`config.mk`:
```
export PLATFORM = sky130hd
export DESIGN_NAME = class_latency_scoreboard
export DESIGN_NICKNAME = d
export VERILOG_FILES = /design/src/rtl/scb_pkg.sv /design/src/rtl/scb_class_decode.sv /design/src/rtl/scb_exec_pipe.sv /design/src/rtl/scb_busy_lookup.sv /design/src/rtl/class_latency_scoreboard.sv
export SDC_FILE = /design/constraint.sdc
export NUM_CORES = 1
export LEC_CHECK = 0
export ABC_AREA = 0
export BUFFER_PORTS_ARGS = -buffer_cell sky130_fd_sc_hd__buf_2
export CAP_MARGIN = 20
export CORE_MARGIN = 3
export CORE_UTILIZATION = 55
export CTS_BUF_LIST = sky130_fd_sc_hd__clkbuf_4 sky130_fd_sc_hd__clkbuf_8 sky130_fd_sc_hd__clkbuf_16
export DETAILED_ROUTE_END_ITERATION = 8
export GPL_TIMING_DRIVEN = 0
export HOLD_SLACK_MARGIN = 0.03
export PLACE_DENSITY = 0.76
export SYNTH_ARGS = -nofsm -noshare
export SYNTH_HDL_FRONTEND = slang
export SYNTH_SLANG_ARGS = --single-unit
```
`constraint.sdc`:
```
create_clock -name clk -period 2.5 [get_ports clk]
set_input_delay 0.5 -clock clk [delete_from_list [all_inputs] [get_ports clk]]
set_output_delay 0.5 -clock clk [all_outputs]
set_load 0.005 [all_outputs]
```
`src/rtl/scb_pkg.sv`:
```
package scb_pkg;

  localparam int CLS_W = 4;
  localparam int NCLS  = 1 << CLS_W;

  // class codes
  localparam logic [CLS_W-1:0] C_FX_SIMPLE = 4'd0;
  localparam logic [CLS_W-1:0] C_FX_ROT    = 4'd1;
  localparam logic [CLS_W-1:0] C_BYTE      = 4'd2;
  localparam logic [CLS_W-1:0] C_FP_SINGLE = 4'd3;
  localparam logic [CLS_W-1:0] C_FX_MUL    = 4'd4;
  localparam logic [CLS_W-1:0] C_FP_DOUBLE = 4'd5;
  localparam logic [CLS_W-1:0] C_NOP_EVEN  = 4'd6;
  localparam logic [CLS_W-1:0] C_LDST      = 4'd8;
  localparam logic [CLS_W-1:0] C_SHUF      = 4'd9;
  localparam logic [CLS_W-1:0] C_BRANCH    = 4'd10;
  localparam logic [CLS_W-1:0] C_CHAN      = 4'd11;
  localparam logic [CLS_W-1:0] C_NOP_ODD   = 4'd12;

  // which codes each pipe accepts
  localparam logic [NCLS-1:0] EVEN_OWN = 16'b0000_0000_0111_1111;
  localparam logic [NCLS-1:0] ODD_OWN  = 16'b0001_1111_0000_0000;

endpackage

```
`src/rtl/scb_class_decode.sv`:
```
module scb_class_decode
  import scb_pkg::*;
#(
  parameter int          PIPE  = 0,
  parameter int          CNT_W = 3,
  parameter int unsigned LAT_TAB [NCLS] = '{default: 0}
) (
  input  logic [CLS_W-1:0] cls_i,
  output logic             own_o,
  output logic [CNT_W-1:0] lat_o
);

  localparam logic [NCLS-1:0] OWN_MASK = (PIPE == 0) ? EVEN_OWN : ODD_OWN;

  always_comb begin
    own_o = OWN_MASK[cls_i];
    lat_o = own_o ? CNT_W'(LAT_TAB[cls_i]) : '0;
  end

endmodule

```
`src/rtl/scb_exec_pipe.sv`:
```
module scb_exec_pipe
  import scb_pkg::*;
#(
  parameter int          PIPE  = 0,
  parameter int          TAG_W = 7,
  parameter int          DEPTH = 8,
  parameter int          CNT_W = 3,
  parameter int unsigned LAT_TAB [NCLS] = '{default: 0}
) (
  input  logic                   clk,
  input  logic                   rst,
  input  logic                   flush,
  input  logic                   in_vld,
  input  logic                   in_has_tgt,
  input  logic [TAG_W-1:0]       in_tgt,
  input  logic [CLS_W-1:0]       in_cls,
  output logic [DEPTH-1:0]       pend_o,
  output logic [DEPTH*TAG_W-1:0] tag_o,
  output logic [DEPTH*(TAG_W+2)-1:0] rep_o
);

  localparam int REP_W = TAG_W + 2;
  localparam logic [REP_W-1:0] REP_NONE = '1;
  localparam logic [REP_W-1:0] REP_DONE = REP_W'(1 << TAG_W);

  logic             own;
  logic [CNT_W-1:0] lat;
  logic             take;

  scb_class_decode #(
    .PIPE    (PIPE),
    .CNT_W   (CNT_W),
    .LAT_TAB (LAT_TAB)
  ) u_dec (
    .cls_i (in_cls),
    .own_o (own),
    .lat_o (lat)
  );

  assign take = in_vld && own && in_has_tgt;

  logic [DEPTH-1:0] has_q;
  logic [TAG_W-1:0] tag_q [DEPTH];
  logic [CNT_W-1:0] rem_q [DEPTH];

  always_ff @(posedge clk) begin
    if (rst || flush) begin
      has_q <= '0;
      for (int s = 0; s < DEPTH; s++) begin
        tag_q[s] <= '0;
        rem_q[s] <= '0;
      end
    end else begin
      has_q[0] <= take;
      tag_q[0] <= in_tgt;
      rem_q[0] <= take ? lat : '0;
      for (int s = 1; s < DEPTH; s++) begin
        has_q[s] <= has_q[s-1];
        tag_q[s] <= tag_q[s-1];
        rem_q[s] <= (rem_q[s-1] == '0) ? '0 : rem_q[s-1] - 1'b1;
      end
    end
  end

  for (genvar s = 0; s < DEPTH; s++) begin : g_stage
    assign pend_o[s] = has_q[s] && (rem_q[s] != '0);
    assign tag_o[s*TAG_W +: TAG_W] = tag_q[s];
    assign rep_o[s*REP_W +: REP_W] = !has_q[s] ? REP_NONE :
                                     (rem_q[s] != '0) ? {2'b00, tag_q[s]} : REP_DONE;
  end

  // a flush leaves an empty pipe
  p_flush_clears_r8: assert property (@(posedge clk) disable iff (rst)
    $past(flush) |-> (pend_o == '0) && (rep_o == '1));

  // a no-op with a target is never pending in the first stage
  p_nop_zero_r4: assert property (@(posedge clk) disable iff (rst)
    (!$past(flush) && $past(in_vld && in_has_tgt &&
      (in_cls == C_NOP_EVEN || in_cls == C_NOP_ODD))) |-> !pend_o[0]);

  // a slot without a target shows as -1 in the first stage
  p_no_tgt_r9: assert property (@(posedge clk) disable iff (rst)
    $past(in_vld && !in_has_tgt) |-> rep_o[REP_W-1:0] == REP_NONE);

  for (genvar s = 1; s < DEPTH; s++) begin : g_chk
    // pending only if it was pending one stage earlier
    p_count_down_r2: assert property (@(posedge clk) disable iff (rst)
      pend_o[s] |-> $past(pend_o[s-1]));
    // a released target stays released as it moves down
    p_released_stays_r6: assert property (@(posedge clk) disable iff (rst)
      (!$past(flush) && $past(rep_o[(s-1)*REP_W +: REP_W]) == REP_DONE)
        |-> rep_o[s*REP_W +: REP_W] == REP_DONE);
  end

endmodule

```
`src/rtl/scb_busy_lookup.sv`:
```
module scb_busy_lookup #(
  parameter int TAG_W = 7,
  parameter int NS    = 16,
  parameter int NQ    = 4
) (
  input  logic [NS-1:0]       pend_i,
  input  logic [NS*TAG_W-1:0] tag_i,
  input  logic [NQ*TAG_W-1:0] q_reg_i,
  output logic [NQ-1:0]       busy_o
);

  always_comb begin
    busy_o = '0;
    for (int q = 0; q < NQ; q++) begin
      for (int e = 0; e < NS; e++) begin
        if (pend_i[e] && (tag_i[e*TAG_W +: TAG_W] == q_reg_i[q*TAG_W +: TAG_W]))
          busy_o[q] = 1'b1;
      end
    end
  end

endmodule

```
`src/rtl/class_latency_scoreboard.sv`:
```
module class_latency_scoreboard
  import scb_pkg::*;
#(
  parameter int TAG_W          = 7,
  parameter int NQ             = 4,
  parameter int MAX_LAT        = 7,
  parameter int LAT_FX_SIMPLE  = 2,
  parameter int LAT_FX_ROT     = 4,
  parameter int LAT_BYTE       = 4,
  parameter int LAT_FP_SINGLE  = 6,
  parameter int LAT_FX_MUL     = 7,
  parameter int LAT_FP_DOUBLE  = 7,
  parameter int LAT_NOP_EVEN   = 0,
  parameter int LAT_LDST       = 6,
  parameter int LAT_SHUF       = 4,
  parameter int LAT_BRANCH     = 4,
  parameter int LAT_CHAN       = 6,
  parameter int LAT_NOP_ODD    = 0,
  localparam int NPIPE         = 2,
  localparam int DEPTH         = MAX_LAT + 1,
  localparam int REP_W         = TAG_W + 2
) (
  input  logic                         clk,
  input  logic                         rst,
  input  logic                         flush,
  input  logic [NPIPE-1:0]             in_vld,
  input  logic [NPIPE-1:0]             in_has_tgt,
  input  logic [NPIPE*TAG_W-1:0]       in_tgt,
  input  logic [NPIPE*CLS_W-1:0]       in_cls,
  input  logic [NQ*TAG_W-1:0]          q_reg,
  output logic [NQ-1:0]                q_busy,
  output logic [NPIPE*DEPTH*REP_W-1:0] stage_rep
);

  localparam int CNT_W = $clog2(MAX_LAT + 1);
  localparam int NS    = NPIPE * DEPTH;
  localparam int unsigned LAT_TAB [NCLS] = '{
    LAT_FX_SIMPLE, LAT_FX_ROT, LAT_BYTE, LAT_FP_SINGLE,
    LAT_FX_MUL, LAT_FP_DOUBLE, LAT_NOP_EVEN, 0,
    LAT_LDST, LAT_SHUF, LAT_BRANCH, LAT_CHAN,
    LAT_NOP_ODD, 0, 0, 0};

  logic [NS-1:0]       all_pend;
  logic [NS*TAG_W-1:0] all_tag;

  for (genvar p = 0; p < NPIPE; p++) begin : g_pipe
    scb_exec_pipe #(
      .PIPE    (p),
      .TAG_W   (TAG_W),
      .DEPTH   (DEPTH),
      .CNT_W   (CNT_W),
      .LAT_TAB (LAT_TAB)
    ) u_pipe (
      .clk        (clk),
      .rst        (rst),
      .flush      (flush),
      .in_vld     (in_vld[p]),
      .in_has_tgt (in_has_tgt[p]),
      .in_tgt     (in_tgt[p*TAG_W +: TAG_W]),
      .in_cls     (in_cls[p*CLS_W +: CLS_W]),
      .pend_o     (all_pend[p*DEPTH +: DEPTH]),
      .tag_o      (all_tag[p*DEPTH*TAG_W +: DEPTH*TAG_W]),
      .rep_o      (stage_rep[p*DEPTH*REP_W +: DEPTH*REP_W])
    );
  end

  scb_busy_lookup #(
    .TAG_W (TAG_W),
    .NS    (NS),
    .NQ    (NQ)
  ) u_busy (
    .pend_i  (all_pend),
    .tag_i   (all_tag),
    .q_reg_i (q_reg),
    .busy_o  (q_busy)
  );

  // nothing is busy in the cycle after reset
  p_reset_idle_r1: assert property (@(posedge clk)
    $past(rst) |-> (q_busy == '0) && (stage_rep == '1));

  // a code foreign to pipe 0 never makes its first stage pending
  p_foreign_cls_r3: assert property (@(posedge clk) disable iff (rst)
    (!$past(flush) && $past(in_vld[0] && in_cls[CLS_W-1])) |-> !all_pend[0]);

endmodule

```
* Word level (Yosys, flattened, before mapping)
Memories as Yosys holds them, arrays and structs flattened. Cells that the tools add are included.
Storage, ports and cells: flip-flop bits (word level) 16, RAM bits 160, bits in read-only memories 1056, input port bits 57, output and inout port bits 148, word-level logic and storage cells 396, memories 8
Cells by class: add/subtract/negate cells 14, magnitude comparators 4, eq/ne operators 64, muxes and demuxes 155, bitwise logic cells 34, reductions and logical operators 115
Memories:
- (no name shown) | words 16, width 32, rd ports 1, clocked after Yosys merged registers in 0, write ports 0, line scb_class_decode.sv:17 | lat_o = own_o ? CNT_W'(LAT_TAB[cls_i]) : '0;
- (no name shown) | words 16, width 32, rd ports 1, clocked after Yosys merged registers in 0, write ports 0, line scb_class_decode.sv:17
- g_pipe[0].u_pipe.tag_q | words 8, width 7, rd ports 8, clocked after Yosys merged registers in 0, write ports 8, line scb_exec_pipe.sv:43 | logic [TAG_W-1:0] tag_q [DEPTH];
- g_pipe[1].u_pipe.tag_q | words 8, width 7, rd ports 8, clocked after Yosys merged registers in 0, write ports 8, line scb_exec_pipe.sv:43
- g_pipe[0].u_pipe.rem_q | words 8, width 3, rd ports 8, clocked after Yosys merged registers in 0, write ports 8, line scb_exec_pipe.sv:44 | logic [CNT_W-1:0] rem_q [DEPTH];
- g_pipe[1].u_pipe.rem_q | words 8, width 3, rd ports 8, clocked after Yosys merged registers in 0, write ports 8, line scb_exec_pipe.sv:44
- +2 memories
Operator list (number):
- 7-bit equality test | 64
- 9-bit 2-to-1 mux | 16
- 8-bit 2-to-1 mux | 16
- 3-bit 2-to-1 mux | 38
- 7-bit 2-to-1 mux | 16
- 1-bit logical AND | 84
- 1-bit 2-to-1 mux | 69
- 3-bit nonzero test | 16
- 3-bit logical NOT | 14
- 3-bit by 1-bit subtractor with 3-bit output (second input constant) | 14
- 1-bit OR | 32
- 5-bit >= comparator (second input constant) | 2
- 4-bit by 5-bit less-than comparator with 1-bit output (second input constant) | 2
- 4-bit NOT with 5-bit output | 2
- 1-bit logical OR | 1

* Logic depth before layout (Yosys ltp)
An unclocked memory read counts as a cell.
word-level depth 20, gate-level depth with buffers 10, gate-level depth less buffers 10

* Hierarchy
A second synthesis with hierarchy kept.
Unflattened totals: cell total of the unflattened synthesis 1466, area total of the unflattened synthesis 12243.0 um2
By module, submodules not included:
- scb_exec_pipe | times used 2, cells an instance 371, area each 3145.5 um2, sequential area each 1761.7 um2
- scb_busy_lookup | times used 1, cells an instance 706, area each 5811.8 um2, sequential area each 0.0 um2
- scb_class_decode | times used 2, cells an instance 9, area each 70.1 um2, sequential area each 0.0 um2

* Least setup slack after synthesis
No wires, ideal clock.
path type flip-flop to output port, start mem g_pipe[1].u_pipe.rem_q[6][0], in the netlist g_pipe[1].u_pipe.rem_q[1][6], end out q_busy[1], data arrival time 1.683 ns, data required time 2.000 ns, slack 0.317 ns, stages on the path, launching flop included 9, path buffers 0, path through dfxtp_1 inv_1 ha_1 ha_1 nand2b_2 or4_1 o21ai_1 a211oi_1 nand3_1
RTL lines:
- start: declaration | line scb_exec_pipe.sv:44
- end: declaration | line class_latency_scoreboard.sv:31 | output logic [NQ-1:0] q_busy,

==> flow_summary.json <==
{
  "max_freq_mhz": 362,
  "wirelength_mm": 44.0,
  "cts_made_buffers": 17,
  "dieArea_mm2": 0.0241,
  "period_share_pct": 111,
  "slew-limit-headroom_pct": 33.5,
  "seq_power_share_pct": 43.5,
  "drive_gt1_share_pct": 24.3,
  "die_h_um": 155,
  "antenna_found_initial": 0,
  "antennaDiodeCount": 0,
  "crit_end": "q_busy[1]",
  "rsz0062_at_grt": "true",
  "track_usage_pct": 35.2,
  "die_w_um": 155,
  "clockRootBuffer": "clkbuf_16",
  "powerDensity_mw_per_mm2": 442,
  "maxCapViolCount": 0,
  "r2r_slack_ns": 1.10,
  "grt_pass1_wl_mm": 64.7,
  "initialDrtViolationCount": 1350,
  "cts-htree-levels": 4,
  "arrival_ns": 2.26,
  "setup_viol": 4,
  "post_dp_cell_area_mm2": 0.0135,
  "ir_drop_v": 0.000419,
  "maxSlewViolCount": 0,
  "synth.avg_cell_area_um2": 7.85,
  "clkPwrFrac_pct": 40.9,
  "final-hold-violation-count": 0,
  "netlist_area_mm2": 0.0123,
  "status": "finished with violations",
  "wl_per_cell_um": 21.5,
  "yosysWarnings": 0,
  "clk_path_buf_depth": 2,
  "critPathLaunch": "g_pipe[0].u_pipe.rem_q[0][6]",
  "grt_max_degree": 17,
  "start_util_pct": 56.0,
  "cp.required_ns": 2.00,
  "cp-end-kind": "output pin",
  "rows": 54,
  "p_switching_uw": 1870,
  "worst_pin_slew_ns": 0.997,
  "place.gp.congestion": 1.02,
  "port_buffers": 176,
  "netSwitchingFraction_pct": 28.7,
  "synth-seq-cells": 176,
  "gr-total-overflow": 0,
  "rr_worst_depth": 5,
  "core_area_mm2": 0.0219,
  "cts.sinks": 176,
  "pwr-share-comb_pct": 15.6,
  "clkTransAtPathRegs_ns": 0.07,
  "first_pass_iters": 5,
  "antenna_left": 0,
  "final_cell_mix": "xnor2_1, buf_2, xor2_1",
  "synth-seq-area-share_pct": 28.7,
  "worstReg2RegStart": "g_pipe[1].u_pipe.rem_q[0][9]",
  "vias": 11500,
  "syn_to_final_growth_pct": 20.4,
  "grt_pass1_vias": 11000,
  "hp-class": "input port to register",
  "nNetsFinal": 1845,
  "r2r-end": "g_pipe[1].u_pipe.rem_q[1][0]",
  "clock_latency_ns": 0.45,
  "yosysUniqueCellTypes": 37,
  "finClkSkew_ns": 0.0189,
  "setup_ws_ns": -0.263,
  "syn_nets": 1651,
  "final_common_cell": "xnor2_1",
  "worst-path-max-fanout": 5,
  "p_int_uw": 4650,
  "fin_crit_ns": 2.76,
  "worstSetupStartpointType": "register",
  "cts_tree": "done",
  "synth_cells": 1562,
  "boundaryPins": 205,
  "p_leak_uw": 0.00543,
  "hpwl_mm": 31.6,
  "drc": 0,
  "setup_tns_ns": -0.890,
  "via_per_inst": 5.63,
  "violations": "setup timing",
  "final_cell_area_mm2": 0.0148,
  "crit_type": "register to output pin"
}
[synth_stat cells, drive strengths merged]
master | n | area (um2)
nor4 | 54 | 365
a311oi | 1 | 15.0
nand2b | 5 | 33.8
clkbuf | 102 | 383
xnor2 | 257 | 2250
nor2b | 2 | 12.5
nor2 | 144 | 541
inv | 171 | 642
xor2 | 191 | 1670
ha | 32 | 400
a211oi | 10 | 75.1
conb | 1 | 3.75
and3 | 1 | 6.26
nor3 | 52 | 260
or2 | 1 | 6.26
nand2 | 42 | 168
a21oi | 2 | 10.0
or4 | 1 | 7.51
or3 | 2 | 12.5
buf | 103 | 699
o21ai | 115 | 576
nand3 | 10 | 50.1
dfxtp | 176 | 3520
and2 | 14 | 87.6
nand4 | 73 | 463
[stage by stage]
stage          util, %  cells  power (uW)  hold WS, ns  worst slack, ns
6_report          67.5   2049        6520        0.247           -0.263
3_3_place_gp      61.6   2018        3810        0.403           -0.357
4_1_cts           66.7   2048        6470        0.239           -0.255
2_1_floorplan        -   1562        3570        0.397            0.317
3_5_place_dp      61.6   2018        3830        0.407           -0.351
5_1_grt           67.5   2049        6660        0.253           -0.284
[cells by family (layout without fill, tap and decap cells)]
| group | count (synthesis) | in the layout | synth area share (%) |
|---|---|---|---|
| buf+inv | 376 | 583 | 14.1 |
| compound gates | 128 | 128 | 5.51 |
| fa+ha+maj | 32 | 32 | 3.26 |
| xor+xnor | 448 | 448 | 32.0 |
| simple gates | 401 | 401 | 16.4 |
| flops | 176 | 176 | 28.7 |
| other cells | 1 | 1 | 0.0306 |
[registers in the layout (all words and copies together), names as in the netlist]
signal,count
g_pipe.u_pipe.has_q,16
g_pipe.u_pipe.rem_q,48
g_pipe.u_pipe.tag_q,112
[what timing repair did]
item	4_1_cts	5_1_grt
setup buffers	9	3
hold buffers	0	0
gates resized for setup	114	38
pin swaps	39	20
setup endpoints to repair	4	8
[cell type report]
| cell class | instances | area [um2] |
|---|---|---|
| Buffer | 192 | 1060 |
| Clock buffer | 20 | 454 |
| Clock inverter | 12 | 125 |
| Fill cell | 1817 | 7120 |
| Inverter | 171 | 644 |
| Multi-Input combinational cell | 1010 | 7620 |
| Sequential cell | 176 | 3530 |
| Tap cell | 280 | 350 |
| Timing Repair Buffer | 188 | 978 |
[worst max-delay path, cell delays in order, from the launching register on]
cell	delay (ns)
dfxtp_1	0.33
inv_1	0.05
ha_1	0.19
ha_1	0.22
nor2_4	0.18
nand4_1	0.21
o21ai_4	0.27
a311oi_2	0.09
nand3_1	0.15
buf_2	0.13
[power by group through the flow]
| stage | registers, uW | clock network [uW] | logic, uW |
|---|---|---|---|
| after global placement | 2900 | 0 | 909 |
| after global routing | 2840 | 2750 | 1070 |
| final | 2840 | 2670 | 1020 |
| after floorplan | 2900 | 0 | 670 |
| after detailed placement | 2900 | 0 | 931 |
| after CTS | 2840 | 2660 | 971 |
[layer usage]
metal / wire (um) / global-route usage (%) / vias up
met1: 17000 / 45.2 / 5358
met3: 5060 / 7.32 / 194
met4: 2760 / 19.2 / 0
met5: 0 / 0 / -
met2: 19200 / 55.5 / 744
li1: - / - / 5231
[worst min path at each step]
| stage | from | end | cells past startpoint |
|---|---|---|---|
| floorplan | g_pipe[0].u_pipe.rem_q[0][0] | g_pipe[0].u_pipe.rem_q[0][3] | 1 |
| global placement | g_pipe[0].u_pipe.rem_q[0][3] | g_pipe[0].u_pipe.rem_q[0][6] | 1 |
| detailed placement | g_pipe[1].u_pipe.rem_q[1][6] | g_pipe[1].u_pipe.rem_q[1][9] | 1 |
| CTS | in_cls[6] | g_pipe[1].u_pipe.rem_q[0][1] | 2 |
| global route | in_cls[6] | g_pipe[1].u_pipe.rem_q[0][1] | 2 |
| finish | in_cls[6] | g_pipe[1].u_pipe.rem_q[0][1] | 2 |
(Power assumes the default switching activity.)
